<file path="src/rtl/irq_latch_pkg.sv">
package irq_latch_pkg;
  localparam int unsigned ADDR_W = 3;
  localparam logic [ADDR_W-1:0] OFS_PEND  = 3'd0;
  localparam logic [ADDR_W-1:0] OFS_EN    = 3'd2;
  localparam logic [ADDR_W-1:0] OFS_ROUTE = 3'd3;
  localparam logic [ADDR_W-1:0] OFS_POL   = 3'd4;
  localparam logic [ADDR_W-1:0] OFS_TRIG  = 3'd5;
  localparam logic [ADDR_W-1:0] OFS_MASK  = 3'd6;
endpackage

</file>
<file path="src/rtl/irq_detect.sv">
module irq_detect #(
  parameter int unsigned N_SRC       = 32,
  parameter int unsigned SYNC_STAGES = 2
) (
  input  logic             clk_i,
  input  logic             rst_ni,
  input  logic [N_SRC-1:0] raw_i,
  input  logic [N_SRC-1:0] trig_edge_i,
  input  logic [N_SRC-1:0] pol_high_i,
  output logic [N_SRC-1:0] event_o
);
  // stages 0..SYNC_STAGES-1 synchronise, the last one keeps history
  localparam int unsigned PIPE_D = SYNC_STAGES + 1;

  logic [PIPE_D-1:0][N_SRC-1:0] pipe_q;

  always_ff @(posedge clk_i or negedge rst_ni) begin
    if (!rst_ni) begin
      pipe_q <= '0;
    end else begin
      pipe_q[0] <= raw_i;
      for (int k = 1; k < PIPE_D; k++) pipe_q[k] <= pipe_q[k-1];
    end
  end

  logic [N_SRC-1:0] cur, prev;
  assign cur  = pipe_q[SYNC_STAGES-1];
  assign prev = pipe_q[SYNC_STAGES];

  for (genvar b = 0; b < N_SRC; b++) begin : g_bit
    logic lvl_hit, edge_hit;
    assign lvl_hit  = pol_high_i[b] ? cur[b] : ~cur[b];
    assign edge_hit = pol_high_i[b] ? (cur[b] & ~prev[b]) : (~cur[b] & prev[b]);
    assign event_o[b] = trig_edge_i[b] ? edge_hit : lvl_hit;
  end

  // edge-mode events never repeat on consecutive clocks with stable config
  p_edge_single_r7: assert property (@(posedge clk_i) disable iff (!rst_ni)
    ($stable(trig_edge_i) && $stable(pol_high_i)) |->
      ((event_o & $past(event_o) & trig_edge_i) == '0));
endmodule

</file>
<file path="src/rtl/irq_regs.sv">
module irq_regs
  import irq_latch_pkg::*;
#(
  parameter int unsigned N_SRC   = 32,
  parameter logic [N_SRC-1:0] POL_RST = '1
) (
  input  logic              clk_i,
  input  logic              rst_ni,
  input  logic              wr_en_i,
  input  logic [ADDR_W-1:0] addr_i,
  input  logic [N_SRC-1:0]  wdata_i,
  input  logic [N_SRC-1:0]  event_i,
  output logic [N_SRC-1:0]  pend_o,
  output logic [N_SRC-1:0]  en_o,
  output logic [N_SRC-1:0]  route_o,
  output logic [N_SRC-1:0]  pol_o,
  output logic [N_SRC-1:0]  trig_o
);
  logic [N_SRC-1:0] pend_q, en_q, route_q, pol_q, trig_q, clr_vec;

  assign clr_vec = (wr_en_i && addr_i == OFS_PEND) ? wdata_i : '0;

  always_ff @(posedge clk_i or negedge rst_ni) begin
    if (!rst_ni) begin
      pend_q  <= '0;
      en_q    <= '0;
      route_q <= '0;
      pol_q   <= POL_RST;
      trig_q  <= '0;
    end else begin
      // set beats clear
      pend_q <= (pend_q & ~clr_vec) | event_i;
      if (wr_en_i) begin
        unique case (addr_i)
          OFS_EN:    en_q    <= wdata_i;
          OFS_ROUTE: route_q <= wdata_i;
          OFS_POL:   pol_q   <= wdata_i;
          OFS_TRIG:  trig_q  <= wdata_i;
          default: ;
        endcase
      end
    end
  end

  assign pend_o  = pend_q;
  assign en_o    = en_q;
  assign route_o = route_q;
  assign pol_o   = pol_q;
  assign trig_o  = trig_q;

  p_w1c_r3: assert property (@(posedge clk_i) disable iff (!rst_ni)
    (wr_en_i && addr_i == OFS_PEND) |=>
      ((pend_q & $past(wdata_i) & ~$past(event_i)) == '0));

  p_hold_r3: assert property (@(posedge clk_i) disable iff (!rst_ni)
    !(wr_en_i && addr_i == OFS_PEND) |=> (($past(pend_q) & ~pend_q) == '0));

  p_set_wins_r9: assert property (@(posedge clk_i) disable iff (!rst_ni)
    (event_i != '0) |=> (($past(event_i) & ~pend_q) == '0));

  p_mask_ro_r4: assert property (@(posedge clk_i) disable iff (!rst_ni)
    (wr_en_i && addr_i == OFS_MASK) |=>
      ($stable(en_q) && $stable(route_q) && $stable(pol_q) && $stable(trig_q)));
endmodule

</file>
<file path="src/rtl/irq_route.sv">
module irq_route #(
  parameter int unsigned N_SRC = 32
) (
  input  logic             clk_i,
  input  logic             rst_ni,
  input  logic [N_SRC-1:0] pend_i,
  input  logic [N_SRC-1:0] en_i,
  input  logic [N_SRC-1:0] route_i,
  output logic [N_SRC-1:0] masked_o,
  output logic             noncrit_o,
  output logic             crit_o
);
  logic [N_SRC-1:0] to_nc, to_cr;

  for (genvar b = 0; b < N_SRC; b++) begin : g_bit
    assign masked_o[b] = pend_i[b] & en_i[b];
    assign to_nc[b]    = masked_o[b] & ~route_i[b];
    assign to_cr[b]    = masked_o[b] & route_i[b];
  end

  assign noncrit_o = |to_nc;
  assign crit_o    = |to_cr;

  p_quiet_r10: assert property (@(posedge clk_i) disable iff (!rst_ni)
    ((pend_i & en_i) == '0) |-> !(noncrit_o || crit_o));

  p_crit_src_r10: assert property (@(posedge clk_i) disable iff (!rst_ni)
    crit_o |-> ((pend_i & en_i & route_i) != '0));
endmodule

</file>
<file path="src/rtl/irq_latch_ctrl.sv">
module irq_latch_ctrl
  import irq_latch_pkg::*;
#(
  parameter int unsigned N_SRC       = 32,
  parameter int unsigned SYNC_STAGES = 2
) (
  input  logic              clk_i,
  input  logic              rst_ni,
  input  logic [N_SRC-1:0]  irq_i,
  input  logic              wr_en_i,
  input  logic [ADDR_W-1:0] addr_i,
  input  logic [N_SRC-1:0]  wdata_i,
  output logic [N_SRC-1:0]  rdata_o,
  output logic              noncrit_o,
  output logic              crit_o
);
  logic [N_SRC-1:0] raw_reg, evt, pend, en, route, pol, trig, masked;

  // source n lives at register bit N_SRC-1-n
  for (genvar n = 0; n < N_SRC; n++) begin : g_map
    assign raw_reg[N_SRC-1-n] = irq_i[n];
  end

  irq_detect #(.N_SRC(N_SRC), .SYNC_STAGES(SYNC_STAGES)) i_detect (
    .clk_i, .rst_ni,
    .raw_i(raw_reg), .trig_edge_i(trig), .pol_high_i(pol), .event_o(evt)
  );

  irq_regs #(.N_SRC(N_SRC)) i_regs (
    .clk_i, .rst_ni, .wr_en_i, .addr_i, .wdata_i,
    .event_i(evt), .pend_o(pend), .en_o(en), .route_o(route),
    .pol_o(pol), .trig_o(trig)
  );

  irq_route #(.N_SRC(N_SRC)) i_route (
    .clk_i, .rst_ni, .pend_i(pend), .en_i(en), .route_i(route),
    .masked_o(masked), .noncrit_o, .crit_o
  );

  always_comb begin
    unique case (addr_i)
      OFS_PEND:  rdata_o = pend;
      OFS_EN:    rdata_o = en;
      OFS_ROUTE: rdata_o = route;
      OFS_POL:   rdata_o = pol;
      OFS_TRIG:  rdata_o = trig;
      OFS_MASK:  rdata_o = masked;
      default:   rdata_o = '0;
    endcase
  end

  p_mask_read_r4: assert property (@(posedge clk_i) disable iff (!rst_ni)
    (addr_i == OFS_MASK) |-> (rdata_o == (pend & en)));

  p_hole_zero_r1: assert property (@(posedge clk_i) disable iff (!rst_ni)
    (addr_i == 3'd1 || addr_i == 3'd7) |-> (rdata_o == '0));
endmodule

</file>
<file path="config.mk">
export PLATFORM = sky130hd
export DESIGN_NAME = irq_latch_ctrl
export DESIGN_NICKNAME = d
export VERILOG_FILES = /design/src/rtl/irq_latch_pkg.sv /design/src/rtl/irq_detect.sv /design/src/rtl/irq_regs.sv /design/src/rtl/irq_route.sv /design/src/rtl/irq_latch_ctrl.sv
export SDC_FILE = /design/constraint.sdc
export NUM_CORES = 1
export LEC_CHECK = 0
export BUFFER_PORTS_ARGS = -buffer_cell sky130_fd_sc_hd__buf_2
export CAP_MARGIN = 20
export CORE_UTILIZATION = 59
export CTS_CLUSTER_SIZE = 30
export DETAILED_ROUTE_END_ITERATION = 12
export PLACE_DENSITY = 0.8
export SETUP_SLACK_MARGIN = 0.1
export SYNTH_ARGS = -nofsm -noshare
export SYNTH_HDL_FRONTEND = slang
export SYNTH_SLANG_ARGS = --single-unit
</file>
<file path="constraint.sdc">
create_clock -name clk_i -period 2.4 [get_ports clk_i]
set_clock_uncertainty 0.15 [all_clocks]
set_input_delay 0.48 -clock clk_i [delete_from_list [all_inputs] [get_ports clk_i]]
set_output_delay 0.48 -clock clk_i [all_outputs]
set_load 0.05 [all_outputs]
</file>
Word-level counts from Yosys, hierarchy flattened
Index checks and enable logic that the tools add are counted.
- shift operators: 0
- bitwise logic cells: 259
- multiply operators: 0
- divide/modulo/power cells: 0
- mux-type cells: 98
- order comparisons: 0
- $add $sub $neg: 0
- reductions and logical operators: 8
- equality and inequality tests: 5
- operators with widths (cell ; count):
    one-hot mux 32 bit (6 select lines) ; 1
    AND 1 bit ; 160
    2-to-1 mux 1 bit ; 96
    NOT 1 bit ; 96
    OR reduction 32 bit ; 2
    AND 32 bit ; 1
    2-to-1 mux 32 bit ; 1
    NOT 32 bit ; 1
    bitwise OR 32 bit ; 1
    == test 3 bit, second input constant ; 3
    AND reduction 2 bit ; 4
    == test 3 x 2 -> 1 bit, second input constant ; 2
    logical NOT 3 bit ; 1
    logical AND 1 bit ; 1
- memories: 0
- word-level logic and storage cells: 378
- output and inout port bits: 34
- register bits: 256
- memory bits (writable): 0
- latch bits: 0
- memory bits (read-only): 0

Longest topological paths before layout
- depth after elaboration: 6
- depth in mapped cells: 7
- depth with buffers taken out: 4

Hierarchy
From an unflattened synthesis, not the netlist that was laid out.
- cell total of the unflattened synthesis: 974
- area total of the unflattened synthesis: 11878.9 µm²
- modules (own cells, without submodules) (module ; cells an instance ; seq. area each (µm²) ; times used ; area each (µm²)):
    irq_regs ; 406 ; 4043.9 ; 1 ; 6105.9
    irq_detect ; 224 ; 2402.3 ; 1 ; 3243.1
    irq_latch_ctrl ; 238 ; 0.0 ; 1 ; 1959.4
    irq_route ; 106 ; 0.0 ; 1 ; 570.5

Least setup slack after synthesis
OpenSTA, ideal clock, no wires.
- kind: input -> output
- start: input port addr_i[0]
- end: output port rdata_o[10]
- setup slack: -0.234 ns
- data arrival time: 2.004 ns
- stages on the path: 4
- data required time: 1.770 ns
- path through: buf_2 -> buf_1 -> mux2i_1 -> o221ai_1
- cells in the longest elaborated chain, start to end: 2
- elaborated cells on any way between the ends: 7
- RTL lines (element ; RTL line ; text):
    start, declared ; irq_latch_ctrl.sv:11 ; input logic [ADDR_W-1:0] addr_i,
    == test 3 bit (tied with other cells) ; irq_latch_ctrl.sv:41 ; unique case (addr_i)
    one-hot mux 32 bit (6 select lines) * ; irq_latch_ctrl.sv:41 ;
    end, declared ; irq_latch_ctrl.sv:13 ; output logic [N_SRC-1:0] rdata_o,
Every way passes the cells marked *; elsewhere a longest branch is shown, timed or not.

Worst setup path in the final report
- start: register i_regs.en_q[17], in the netlist i_regs.en_o[17]
- end: output port noncrit_o
- cells in the longest elaborated chain, start to end: 3
- RTL lines (element ; RTL line ; text):
    start, declared ; irq_regs.sv:19 ; logic [N_SRC-1:0] pend_q, en_q, route_q, pol_q, trig_q, clr_vec;
    start signal, assigned ; irq_regs.sv:35 ; OFS_EN: en_q <= wdata_i;
    AND 1 bit ; irq_route.sv:16 ; assign masked_o[b] = pend_i[b] & en_i[b];
    AND 1 bit ; irq_route.sv:17 ; assign to_nc[b] = masked_o[b] & ~route_i[b];
    OR reduction 32 bit ; irq_route.sv:21 ; assign noncrit_o = |to_nc;
    end, declared ; irq_latch_ctrl.sv:14 ; output logic noncrit_o,
No other way between the ends.

==> key figures <==
Outcome
  • Status: finished with violations
  • Failing checks: setup timing

Die
  • Die Span Y: 137 microns
  • Starting Density: 0.601
  • Die area: 18800 sq um
  • Die boundary width: 137 microns
  • Core area: 17900 sq um
  • Site row count: 49
  • IO Pins: 104

Synth
  • Post-synthesis cell area: 10800 sq um
  • Synth Instances: 832
  • Most used DFF post-synth: dfrtp_1
  • Post-synth top cells: dfrtp_1 (224), mux2_2 (98), nand2_1 (80)
  • Synth cell types: 32
  • Avg Synthesized Cell Area: 12.9 sq um
  • Number of synthesized register bits: 256
  • Top-count cell post-synth: dfrtp_1
  • Post-synth EDFFs: 0
  • Synthesis warning total: 0
  • Ranking of synthesized cells by area: dfrtp_1 (52%), mux2_2 (10%), dfstp_2 (7.8%)
  • Register area share after synthesis: 0.599
  • Post-synth top area cell: dfrtp_1
  • Syn nets: 902
  • Share of flip-flops with an asynchronous set or reset: 1.00
  • Yosys top cell area share: 0.521

Drt
  • ANT nets after route: 0
  • First DRT Iteration DRCs: 694
  • DRT Pass-1 Iters: 5
  • Final wirelength: 28.0 mm
  • Vias/cell: 6.20
  • Via count: 7865
  • Routed len/inst: 22.1 microns
  • Residual DRC: 0

Setup path
  • CP max stage delay: 0.47 ns
  • Startpoint types: register
  • Critical Path AT: 2.12 ns
  • CP Cell Sequence: nand2_1 > o22ai_1 > nor4_1 > nand4_1 > buf_6
  • Crit. End Element: primary output
  • Req. time, crit path: 1.77 ns
  • Worst Setup SP: i_regs.en_o[17]
  • R2R Path Start: i_regs.pol_o[8]
  • Critical Path Fanout Max: 5
  • Worst r2r path cells: 3
  • R2R Path End: i_regs.pend_o[8]
  • Max stage delay cell, worst path: dfrtp_1
  • Setup slack, reg-to-reg: 1.11 ns
  • Crit Path Class: register to primary output

Min path
  • Hold worst-path end: i_regs.en_o[3]
  • Hold_sp: wdata_i[3]
  • Hold depth: 2
  • Hold Path Class: primary input to register

STA
  • RSZ-0062 raised after global routing: yes
  • Max-slew violations: 0
  • Final WS setup: -0.352 ns
  • Final Hold Fails: 0
  • Tcrit/Tclk final: 1.15
  • Maximum clock frequency: 363 MHz
  • Rel. slew slack: 0.655
  • Slew of the pin with the lowest slew margin: 0.517 ns
  • Final setup viols: 2
  • Tmin final: 2.75 ns

Layout
  • Fin util: 0.784
  • Final nets: 1087
  • Final Instance Area: 14000 sq um
  • FILL cells: 1017
  • Share of layout cells above drive strength 1: 0.422
  • Synth-to-Final Area Change: 30.6%

GRT
  • First-pass GRT wire length: 42.1 mm
  • GRT Total Usage: 0.295
  • Initial antenna violation count: 1
  • Vias in the first global route: 7842
  • Largest net degree at the start of global routing: 63
  • Grt ovf: 0

CTS
  • CTS Buf Count: 27
  • CTS root buf: clkbuf_16
  • Clock sink count: 256
  • CTS tree: done
  • Worst-Skew Late Latency: 0.53 ns
  • Clk slew on worst S/H paths: 0.06 ns
  • CTS Buffer Depth: 3
  • Clock H-tree levels: 1

Power
  • Seq pwr share: 0.452
  • Power Internal: 8.89 mW
  • Switching Share: 0.300
  • Pwr per Cell Area: 904 nW/um^2
  • Leak: 6.04 nW
  • Clock Power Share: 0.347
  • VDD IR max: 0.799 mV
  • Switching pwr: 3.81 mW
  • Comb pwr share: 0.201

Place
  • Placed instance area: 12000 sq um
  • GP Congestion: 0.879
  • Port bufs: 103
  • DP Wirelength: 16.6 mm

Run
  • MaxCap Viol Count: 0
layout make-up:
class | instances | area, sq um | share of cell area
Antenna cell | 2 | 5.00 | 0.000357
Clock buffer | 33 | 748 | 0.0533
Clock inverter | 17 | 213 | 0.0152
Inverter | 1 | 3.75 | 0.000267
Multi-Input combinational cell | 538 | 4580 | 0.326
Sequential cell | 256 | 6460 | 0.460
Tap cell | 229 | 287 | 0.0204
Timing Repair Buffer | 193 | 1740 | 0.124
routing by layer:
metal / wire length, microns / vias up / track usage
met1: 11400 / 4006 / 0.405
met4: 1150 / 0 / 0.0928
met5: 0 / - / 0
met2: 13700 / 326 / 0.490
met3: 1790 / 92 / 0.0389
li1: - / 3441 / -
per-stage QoR:
| stage | setup slack [ns] | hold WS (ns) | total power [mW] | setup TNS, ns | std cells |
|---|---|---|---|---|---|
| after floorplan | 0.124 | 0.0344 | 7.15 | 0 | 832 |
| after global placement | 0.0307 | 0.182 | 7.82 | 0 | 1165 |
| after detailed placement | 0.00699 | 0.186 | 7.91 | 0 | 1165 |
| after CTS | -0.264 | 0.0628 | 12.5 | -0.434 | 1260 |
| after global routing | -0.340 | 0.0704 | 13.2 | -0.614 | 1267 |
| final | -0.352 | 0.0787 | 12.7 | -0.573 | 1269 |
critical path: cells and delay by family, from the launching register on:
family / cells / cell delay [ns]
simple gates: 3 / 0.76
flops: 1 / 0.47
buf+inv: 1 / 0.22
compound gates: 1 / 0.14
what timing repair did:
| action | in CTS | in global routing |
|---|---|---|
| setup buffers | 12 | 3 |
| cloned | 0 | 4 |
| hold endpoints to repair | 82 | 0 |
| setup endpoints to repair | 34 | 34 |
| pin swaps | 13 | 9 |
| resized for setup | 68 | 59 |
| hold buffers | 33 | 0 |
cell families after synthesis:
family                    share of synthesized area
muxes                                         0.139
xor gates and xnor gates                     0.0521
DFF                                           0.599
and+or+nand+nor                              0.0764
buffers and inverters                        0.0197
AOI/OAI and AO/OA                             0.114
registers in the layout, summed over array words and instances (netlist names):
signal / count
i_detect.cur: 32
i_detect.pipe_q: 32
i_detect.prev: 32
i_regs.en_o: 32
i_regs.pend_o: 32
i_regs.pol_o: 32
i_regs.route_o: 32
i_regs.trig_o: 32
cell usage in the layout, fill, tap and decap left out, drive strengths merged:
| master | count |
|---|---|
| nor4 | 6 |
| mux2 | 128 |
| o22ai | 16 |
| a32oi | 25 |
| clkbuf | 37 |
| a21oi | 32 |
| o221ai | 5 |
| bufinv | 4 |
| xor2 | 32 |
| clkinv | 7 |
| nor3 | 1 |
| nand2b | 6 |
| nor3b | 1 |
| clkinvlp | 5 |
| nor2 | 4 |
| inv | 2 |
| mux2i | 5 |
| and3b | 1 |
| nand2 | 80 |
| a22oi | 54 |
| dlygate4sd3 | 33 |
| nand3 | 59 |
| dfrtp | 224 |
| and2 | 3 |
| buf | 156 |
| diode | 2 |
| xnor2 | 32 |
| dfstp | 32 |
| a21o | 39 |
| nand4 | 9 |
power by group through the flow:
stage | combinational (mW) | clock, mW | sequential, mW
after floorplan | 1.61 | 0 | 5.53
after global placement | 2.12 | 0 | 5.70
after detailed placement | 2.17 | 0 | 5.73
after CTS | 2.42 | 4.46 | 5.67
after global routing | 2.73 | 4.62 | 5.82
final | 2.55 | 4.40 | 5.74
how the worst max path moves through the flow:
stage	end	slack [ns]	cells past startpoint
floorplan	rdata_o[23]	0.12	6
global placement	rdata_o[3]	0.03	6
detailed placement	rdata_o[19]	0.007	7
CTS	noncrit_o	-0.26	6
global route	noncrit_o	-0.34	5
finish	noncrit_o	-0.35	5
No activity file was read; power rests on OpenSTA's default activity.
